<file path="src/rtl/vedic_pkg.sv">
package vedic_pkg;
  localparam int unsigned BASE_W = 3;
  localparam int unsigned SIG_W  = 24;

  // true when w is BASE_W times a power of two
  function automatic bit width_ok(int unsigned w);
    int unsigned q;
    if (w < BASE_W || (w % BASE_W) != 0) return 1'b0;
    q = w / BASE_W;
    return (q & (q - 1)) == 0;
  endfunction
endpackage

</file>
<file path="src/rtl/vedic_rca.sv">
module vedic_rca #(
  parameter int unsigned W = 8
) (
  input  logic [W-1:0] a_i,
  input  logic [W-1:0] b_i,
  output logic [W-1:0] s_o
);
  logic [W-1:0] c;
  assign c[0] = 1'b0;

  for (genvar i = 0; i < W; i++) begin : g_bit
    assign s_o[i] = a_i[i] ^ b_i[i] ^ c[i];
    if (i < W - 1) begin : g_carry
      assign c[i+1] = (a_i[i] & b_i[i]) | (c[i] & (a_i[i] ^ b_i[i]));
    end
  end
endmodule

</file>
<file path="src/rtl/vedic_cell3.sv">
module vedic_cell3 (
  input  logic [2:0] a_i,
  input  logic [2:0] b_i,
  output logic [5:0] p_o
);
  logic       t00, t01, t10, t02, t20, t11, t12, t21, t22;
  logic [1:0] col1;
  logic [2:0] col2, col3;
  logic [1:0] col4;

  assign t00 = a_i[0] & b_i[0];
  assign t01 = a_i[0] & b_i[1];
  assign t10 = a_i[1] & b_i[0];
  assign t02 = a_i[0] & b_i[2];
  assign t20 = a_i[2] & b_i[0];
  assign t11 = a_i[1] & b_i[1];
  assign t12 = a_i[1] & b_i[2];
  assign t21 = a_i[2] & b_i[1];
  assign t22 = a_i[2] & b_i[2];

  // column sums; bits above bit 0 are carries into the next column
  assign col1 = {1'b0, t01} + {1'b0, t10};
  assign col2 = {2'b0, t02} + {2'b0, t20} + {2'b0, t11} + {2'b0, col1[1]};
  assign col3 = {2'b0, t12} + {2'b0, t21} + {1'b0, col2[2:1]};
  assign col4 = {1'b0, t22} + col3[2:1];

  assign p_o = {col4, col3[0], col2[0], col1[0], t00};
endmodule

</file>
<file path="src/rtl/vedic_node.sv">
module vedic_node #(
  parameter int unsigned W = 24
) (
  input  logic [W-1:0]   a_i,
  input  logic [W-1:0]   b_i,
  output logic [2*W-1:0] p_o
);
  import vedic_pkg::*;

  localparam int unsigned H = W / 2;

  if (W == BASE_W) begin : g_leaf
    vedic_cell3 i_cell (
      .a_i(a_i),
      .b_i(b_i),
      .p_o(p_o)
    );
  end else begin : g_split
    logic [2*H-1:0] p_ll, p_hl, p_lh, p_hh;
    logic [2*H:0]   mid;
    logic [3*H-1:0] upper;

    vedic_node #(.W(H)) i_ll (.a_i(a_i[H-1:0]), .b_i(b_i[H-1:0]), .p_o(p_ll));
    vedic_node #(.W(H)) i_hl (.a_i(a_i[W-1:H]), .b_i(b_i[H-1:0]), .p_o(p_hl));
    vedic_node #(.W(H)) i_lh (.a_i(a_i[H-1:0]), .b_i(b_i[W-1:H]), .p_o(p_lh));
    vedic_node #(.W(H)) i_hh (.a_i(a_i[W-1:H]), .b_i(b_i[W-1:H]), .p_o(p_hh));

    // cross terms; the top bit is the carry of the middle sum
    vedic_rca #(.W(2*H+1)) i_mid (
      .a_i({1'b0, p_hl}),
      .b_i({1'b0, p_lh}),
      .s_o(mid)
    );

    // upper 3H bits; cannot overflow since the full product fits 2W bits
    vedic_rca #(.W(3*H)) i_up (
      .a_i({p_hh, p_ll[2*H-1:H]}),
      .b_i({{(H-1){1'b0}}, mid}),
      .s_o(upper)
    );

    assign p_o = {upper, p_ll[H-1:0]};
  end
endmodule

</file>
<file path="src/rtl/vedic_sig_mul.sv">
module vedic_sig_mul #(
  parameter int unsigned SIG_W = vedic_pkg::SIG_W
) (
  input  logic [SIG_W-1:0]   a_i,
  input  logic [SIG_W-1:0]   b_i,
  output logic [2*SIG_W-1:0] prod_o
);
  initial begin
    if (!vedic_pkg::width_ok(SIG_W))
      $fatal(1, "SIG_W must be 3 times a power of two");
  end

  vedic_node #(.W(SIG_W)) i_root (
    .a_i(a_i),
    .b_i(b_i),
    .p_o(prod_o)
  );
endmodule

</file>
<file path="config.mk">
export PLATFORM = sky130hd
export DESIGN_NAME = vedic_sig_mul
export DESIGN_NICKNAME = d
export VERILOG_FILES = /design/src/rtl/vedic_pkg.sv /design/src/rtl/vedic_rca.sv /design/src/rtl/vedic_cell3.sv /design/src/rtl/vedic_node.sv /design/src/rtl/vedic_sig_mul.sv
export SDC_FILE = /design/constraint.sdc
export NUM_CORES = 1
export LEC_CHECK = 0
export BUFFER_PORTS_ARGS = -buffer_cell sky130_fd_sc_hd__buf_2
export CAP_MARGIN = 20
export CELL_PAD_IN_SITES_DETAIL_PLACEMENT = 1
export CELL_PAD_IN_SITES_GLOBAL_PLACEMENT = 1
export CORE_MARGIN = 2
export CORE_UTILIZATION = 28
export DETAILED_ROUTE_END_ITERATION = 7
export GPL_TIMING_DRIVEN = 1
export PLACE_DENSITY_LB_ADDON = 0.1
export SLEW_MARGIN = 10
export SYNTH_ARGS = -nofsm -noshare
export SYNTH_HDL_FRONTEND = slang
export SYNTH_SLANG_ARGS = --single-unit
</file>
<file path="constraint.sdc">
create_clock -name vclk -period 31.6
set_input_delay 3.16 -clock vclk [all_inputs]
set_output_delay 3.16 -clock vclk [all_outputs]
set_load 0.01 [all_outputs]
</file>
After elaboration in Yosys (flattened, before gate mapping)
Index checks and enable logic that the tools add are counted.

$add $sub $neg: 448. Bitwise logic cells: 2340.

Operators with widths (number): 1-bit AND (1290); 1-bit XOR (735); 1-bit by 1-bit adder with 2-bit output (192); 3-bit by 1-bit adder with 3-bit output (128); 1-bit OR (315); 3-bit by 2-bit adder with 3-bit output (64); 1-bit by 2-bit adder with 2-bit output (64).

Bits in registers: 0. Output and inout port bits: 48. Logic and storage cells: 2788.

Depth between registers and ports, before layout
Word-level depth: 88. Gate-level depth with buffers: 66.

By module
From an unflattened synthesis, not the netlist that was laid out.

Cells, all modules: 2208. Area total of the unflattened synthesis: 20988.9 um^2.

Modules (own cells, without submodules): vedic_cell3 (times used 64, cells an instance 24, area each 178.9 um^2, sequential area each 0.0 um^2); vedic_rca at i_root.g_split.i_hh.g_split.i_hh.g_split.i_up ... (times used 16, cells an instance 14, area each 195.2 um^2, sequential area each 0.0 um^2); vedic_rca at i_root.g_split.i_hh.g_split.i_hh.g_split.i_mid ... (times used 16, cells an instance 12, area each 155.1 um^2, sequential area each 0.0 um^2); vedic_rca at i_root.g_split.i_hh.g_split.i_up ... (times used 4, cells an instance 23, area each 375.4 um^2, sequential area each 0.0 um^2); vedic_rca at i_root.g_split.i_hh.g_split.i_mid ... (times used 4, cells an instance 18, area each 275.3 um^2, sequential area each 0.0 um^2); vedic_rca at i_root.g_split.i_up (times used 1, cells an instance 41, area each 735.7 um^2, sequential area each 0.0 um^2); vedic_rca at i_root.g_split.i_mid (times used 1, cells an instance 30, area each 515.5 um^2, sequential area each 0.0 um^2); vedic_node at i_root ... (times used 21, cells an instance 1, area each 3.8 um^2, sequential area each 0.0 um^2).

Worst setup path before layout
No wires, ideal clock.

Path kind: input to output. From: input port b_i[0]. To: output port prod_o[47]. Data arrival time: 18416 ps. Path slack: 10024 ps. Stages: 65. Path buffers: 1. Cells stage by stage: clkbuf_1 and2_1 ha_1 fa_1 ha_1 ha_1 inv_1 fa_1 inv_1 ha_1 fa_1 fa_1 fa_1 inv_1 fa_1 inv_1 fa_1 fa_1 (+29 left out) fa_1 fa_1 fa_1 fa_1 fa_1 fa_1 ha_1 ha_1 ha_1 ha_1 ha_1 ha_1 ha_1 ha_1 ha_1 ha_1 xnor2_1 xnor2_1.

Cells in the longest elaborated chain, start to end: 88. Elaborated cells on any way between the ends: 791. Those cells by class: add/sub (48); bitwise (743).

RTL lines: start, declared (RTL line vedic_sig_mul.sv:5) `input logic [SIG_W-1:0] b_i,`; 1-bit AND (RTL line vedic_cell3.sv:15) `assign t20 = a_i[2] & b_i[0];`; 1-bit by 1-bit adder with 2-bit output (RTL line vedic_cell3.sv:23) `assign col2 = {2'b0, t02} + {2'b0, t20} + {2'b0, t11} + {2'b0, col1[1]};`; 3-bit by 1-bit adder with 3-bit output (2 in series) (RTL line vedic_cell3.sv:23); 3-bit by 2-bit adder with 3-bit output (RTL line vedic_cell3.sv:24) `assign col3 = {2'b0, t12} + {2'b0, t21} + {1'b0, col2[2:1]};`; 1-bit by 2-bit adder with 2-bit output (RTL line vedic_cell3.sv:25) `assign col4 = {1'b0, t22} + col3[2:1];`; 1-bit XOR (RTL line vedic_rca.sv:14) `assign c[i+1] = (a_i[i] & b_i[i]) | (c[i] & (a_i[i] ^ b_i[i]));`; 1-bit AND (RTL line vedic_rca.sv:14); 1-bit OR (RTL line vedic_rca.sv:14); (+62 left out); 1-bit AND (RTL line vedic_rca.sv:14); 1-bit OR (RTL line vedic_rca.sv:14); 1-bit AND (RTL line vedic_rca.sv:14); 1-bit OR (RTL line vedic_rca.sv:14); 1-bit AND (RTL line vedic_rca.sv:14); 1-bit OR (*) (RTL line vedic_rca.sv:14); 1-bit AND (*) (10 in series) (RTL line vedic_rca.sv:14); 1-bit XOR (*) (RTL line vedic_rca.sv:12) `assign s_o[i] = a_i[i] ^ b_i[i] ^ c[i];`; end, declared (RTL line vedic_sig_mul.sv:6) `output logic [2*SIG_W-1:0] prod_o`.

Every way passes the cells marked *; elsewhere a longest branch is shown, timed or not.

Worst setup path after layout
From: input port b_i[2]. To: output port prod_o[47].

Cells in the longest elaborated chain, start to end: 88. Elaborated cells on any way between the ends: 743. Those cells by class: add/sub (48); bitwise (695).

RTL lines: 1-bit AND (RTL line vedic_cell3.sv:14) `assign t02 = a_i[0] & b_i[2];`; 1-bit by 1-bit adder with 2-bit output (RTL line vedic_cell3.sv:23); 3-bit by 1-bit adder with 3-bit output (2 in series) (RTL line vedic_cell3.sv:23); 3-bit by 2-bit adder with 3-bit output (RTL line vedic_cell3.sv:24); 1-bit by 2-bit adder with 2-bit output (RTL line vedic_cell3.sv:25); 1-bit XOR (RTL line vedic_rca.sv:14); 1-bit AND (RTL line vedic_rca.sv:14); 1-bit OR (RTL line vedic_rca.sv:14); (+62 left out); 1-bit AND (RTL line vedic_rca.sv:14); 1-bit OR (RTL line vedic_rca.sv:14); 1-bit AND (RTL line vedic_rca.sv:14); 1-bit OR (RTL line vedic_rca.sv:14); 1-bit AND (RTL line vedic_rca.sv:14); 1-bit OR (*) (RTL line vedic_rca.sv:14); 1-bit AND (*) (10 in series) (RTL line vedic_rca.sv:14); 1-bit XOR (*) (RTL line vedic_rca.sv:12).

Marks and branches as above.

==> impl_metrics.py <==
metrics = {
    "run_status": {
        "outcome": "finished, final reports clean",
    },
    "placed_design": {
        "pre_cts_ws_ns": 8.430,
        "post_dp_cell_area_mm2": 0.02261,
        "io_buffers": 96,
        "place_hpwl_mm": 46.87,
        "gp_routability_congestion": 0.7412,
    },
    "logic_synthesis": {
        "syn-cell-area_mm2": 0.02114,
        "yosysTopAreaCell": "fa_1",
        "synth-xor-area-share": 0.03546,
        "synth_most_common_cell": "and2_1",
        "synth_cells": 2161,
        "ys_seq_area_frac": 0,
        "yosysTopAreaCellShare": 0.4196,
        "syn_nets": 3120,
        "synth_cell_types": 11,
        "syn_area_per_cell_um2": 9.781,
        "synth_top_family_by_area": "adder cells",
        "synth.area.mux_share": 0,
        "synth_compound_area_frac": 0,
        "yosys.area_share.adder": 0.6966,
        "synth_simple_gate_area_frac": 0.1621,
        "synth_common_cells": "505 x and2_1, 493 x inv_1, 468 x ha_1",
        "netlist_top_cells_area": "fa_1 42%, ha_1 28%, and2_1 15%, inv_1 8.8%, xnor2_1 2.1%",
        "ys_warn_count": 0,
    },
    "critical_path": {
        "crit_end": "prod_o[47]",
        "required_ns": 28.44,
        "path_max_fanout": 24,
        "cp_slowest_stage_delay_ns": 0.47,
        "startpoint_type": "primary input",
        "slowest_stage": "fa_1",
        "cp_common_cell": "fa_1",
        "critical_path_class": "in -> out",
        "cp.arrival_ns": 19.74,
        "worst_setup_path_end_kind": "primary output",
        "crit_start": "b_i[2]",
    },
    "clock_tree": {
        "post-cts-setup-buffers": 0,
        "cts_hold_buf": 0,
        "cts_resized": 0,
    },
    "floorplan": {
        "core_area_mm2": 0.07457,
        "die_x_um": 278.8,
        "initial_core_util": 0.2835,
        "io_pins": 96,
        "die_y_um": 278.8,
        "die-area_mm2": 0.07771,
        "num_rows": 100,
    },
    "routing": {
        "wl_mm": 57.02,
        "drt_drc_violations_left": 0,
        "final_antenna_net_count": 0,
        "avgViaCountPerCell": 4.334,
        "wl_per_cell_um": 18.05,
        "dr.pass1.iters": 4,
        "drt_iter0_markers": 225,
        "vias": 13690,
    },
    "grt": {
        "grt_pass1_wl_mm": 93.34,
        "grt_max_degree": 25,
        "track_usage": 0.1550,
        "antenna_found_initial": 6,
        "grt_pass1_vias": 16170,
        "grt_overflow": 0,
    },
    "timing": {
        "setup_tns_ns": 0,
        "finalSetupViolations": 0,
        "fmax_mhz": 43.68,
        "setup_ws_ns": 8.704,
        "rsz0062_at_grt": "false",
        "finalCriticalPeriod_ns": 22.90,
        "hold_viol_final": 0,
        "worstMarginPinSlew_ns": 0.6873,
        "period_share": 0.7246,
        "slew_headroom": 0.5418,
        "slew_violations": 0,
    },
    "final_layout": {
        "clkbuf_count": 0,
        "drive_above_1_share": 0.05408,
        "syn2layout_area_growth_pct": 7.038,
        "stdcell_area_mm2": 0.02263,
        "final_util": 0.3034,
        "register_area_um2": 0,
        "seq_cell_count": 0,
        "nets": 3143,
    },
    "min_path": {
        "hp-class": "in -> out",
    },
    "run": {
        "drv_cap": 0,
    },
}
[per-layer routing]
metal,routed length [µm],up-vias,global-route usage,share of wire
met4,281,6,0.006755,0.0049
met2,30760,85,0.2976,0.54
li1,-,6430,-,-
met1,25070,7150,0.2021,0.44
met5,39,-,0,0.00068
met3,863,15,0.004267,0.015
[worst max-delay path: cells and delay by family]
family        cells  cell delay, ns
simple gates      1            0.20
fa+ha+maj        50           14.59
xor+xnor          4            0.72
buf+inv          11            1.08
[final cells by class]
class	instances	area (µm²)
fillers	8543	51950
multi-input cells	1571	18900
inverters	493	1851
well taps	969	1212
repair buffers	118	645.6
diodes	7	17.52
[cells by family after synthesis]
group,count (synthesis)
adders and majority gates,911
and+or+nand+nor,576
xor gates and xnor gates,84
buffers and inverters,590
[worst min-delay path by stage]
| stage | startpoint | end | slack [ns] | depth (start not counted) |
|---|---|---|---|---|
| after detailed placement | a_i[0] | prod_o[0] | 6.90 | 3 |
| final | a_i[0] | prod_o[0] | 6.89 | 3 |
| after CTS | a_i[0] | prod_o[0] | 6.91 | 3 |
| after global routing | a_i[0] | prod_o[0] | 6.95 | 3 |
| after global placement | a_i[0] | prod_o[0] | 6.90 | 3 |
| after floorplan | b_i[0] | prod_o[0] | 6.53 | 2 |
[metrics by stage]
stage,hold WS (ns),cells
3_5_place_dp,6.904,3151
2_1_floorplan,6.526,2161
4_1_cts,6.906,3151
5_1_grt,6.952,3151
3_3_place_gp,6.901,3151
6_report,6.892,3158
[cell usage in the layout, fill, tap and decap left out]
| cell type | synthesis | final |
|---|---|---|
| buf_2 | 16 | 96 |
| ha_1 | 468 | 468 |
| and2_1 | 505 | 505 |
| fa_1 | 443 | 443 |
| xor2_1 | 32 | 32 |
| xnor2_1 | 51 | 51 |
| inv_1 | 493 | 493 |
| xnor3_1 | 1 | 1 |
| buf_4 | 1 | 22 |
| diode_2 | 0 | 7 |
| nand2_1 | 71 | 71 |
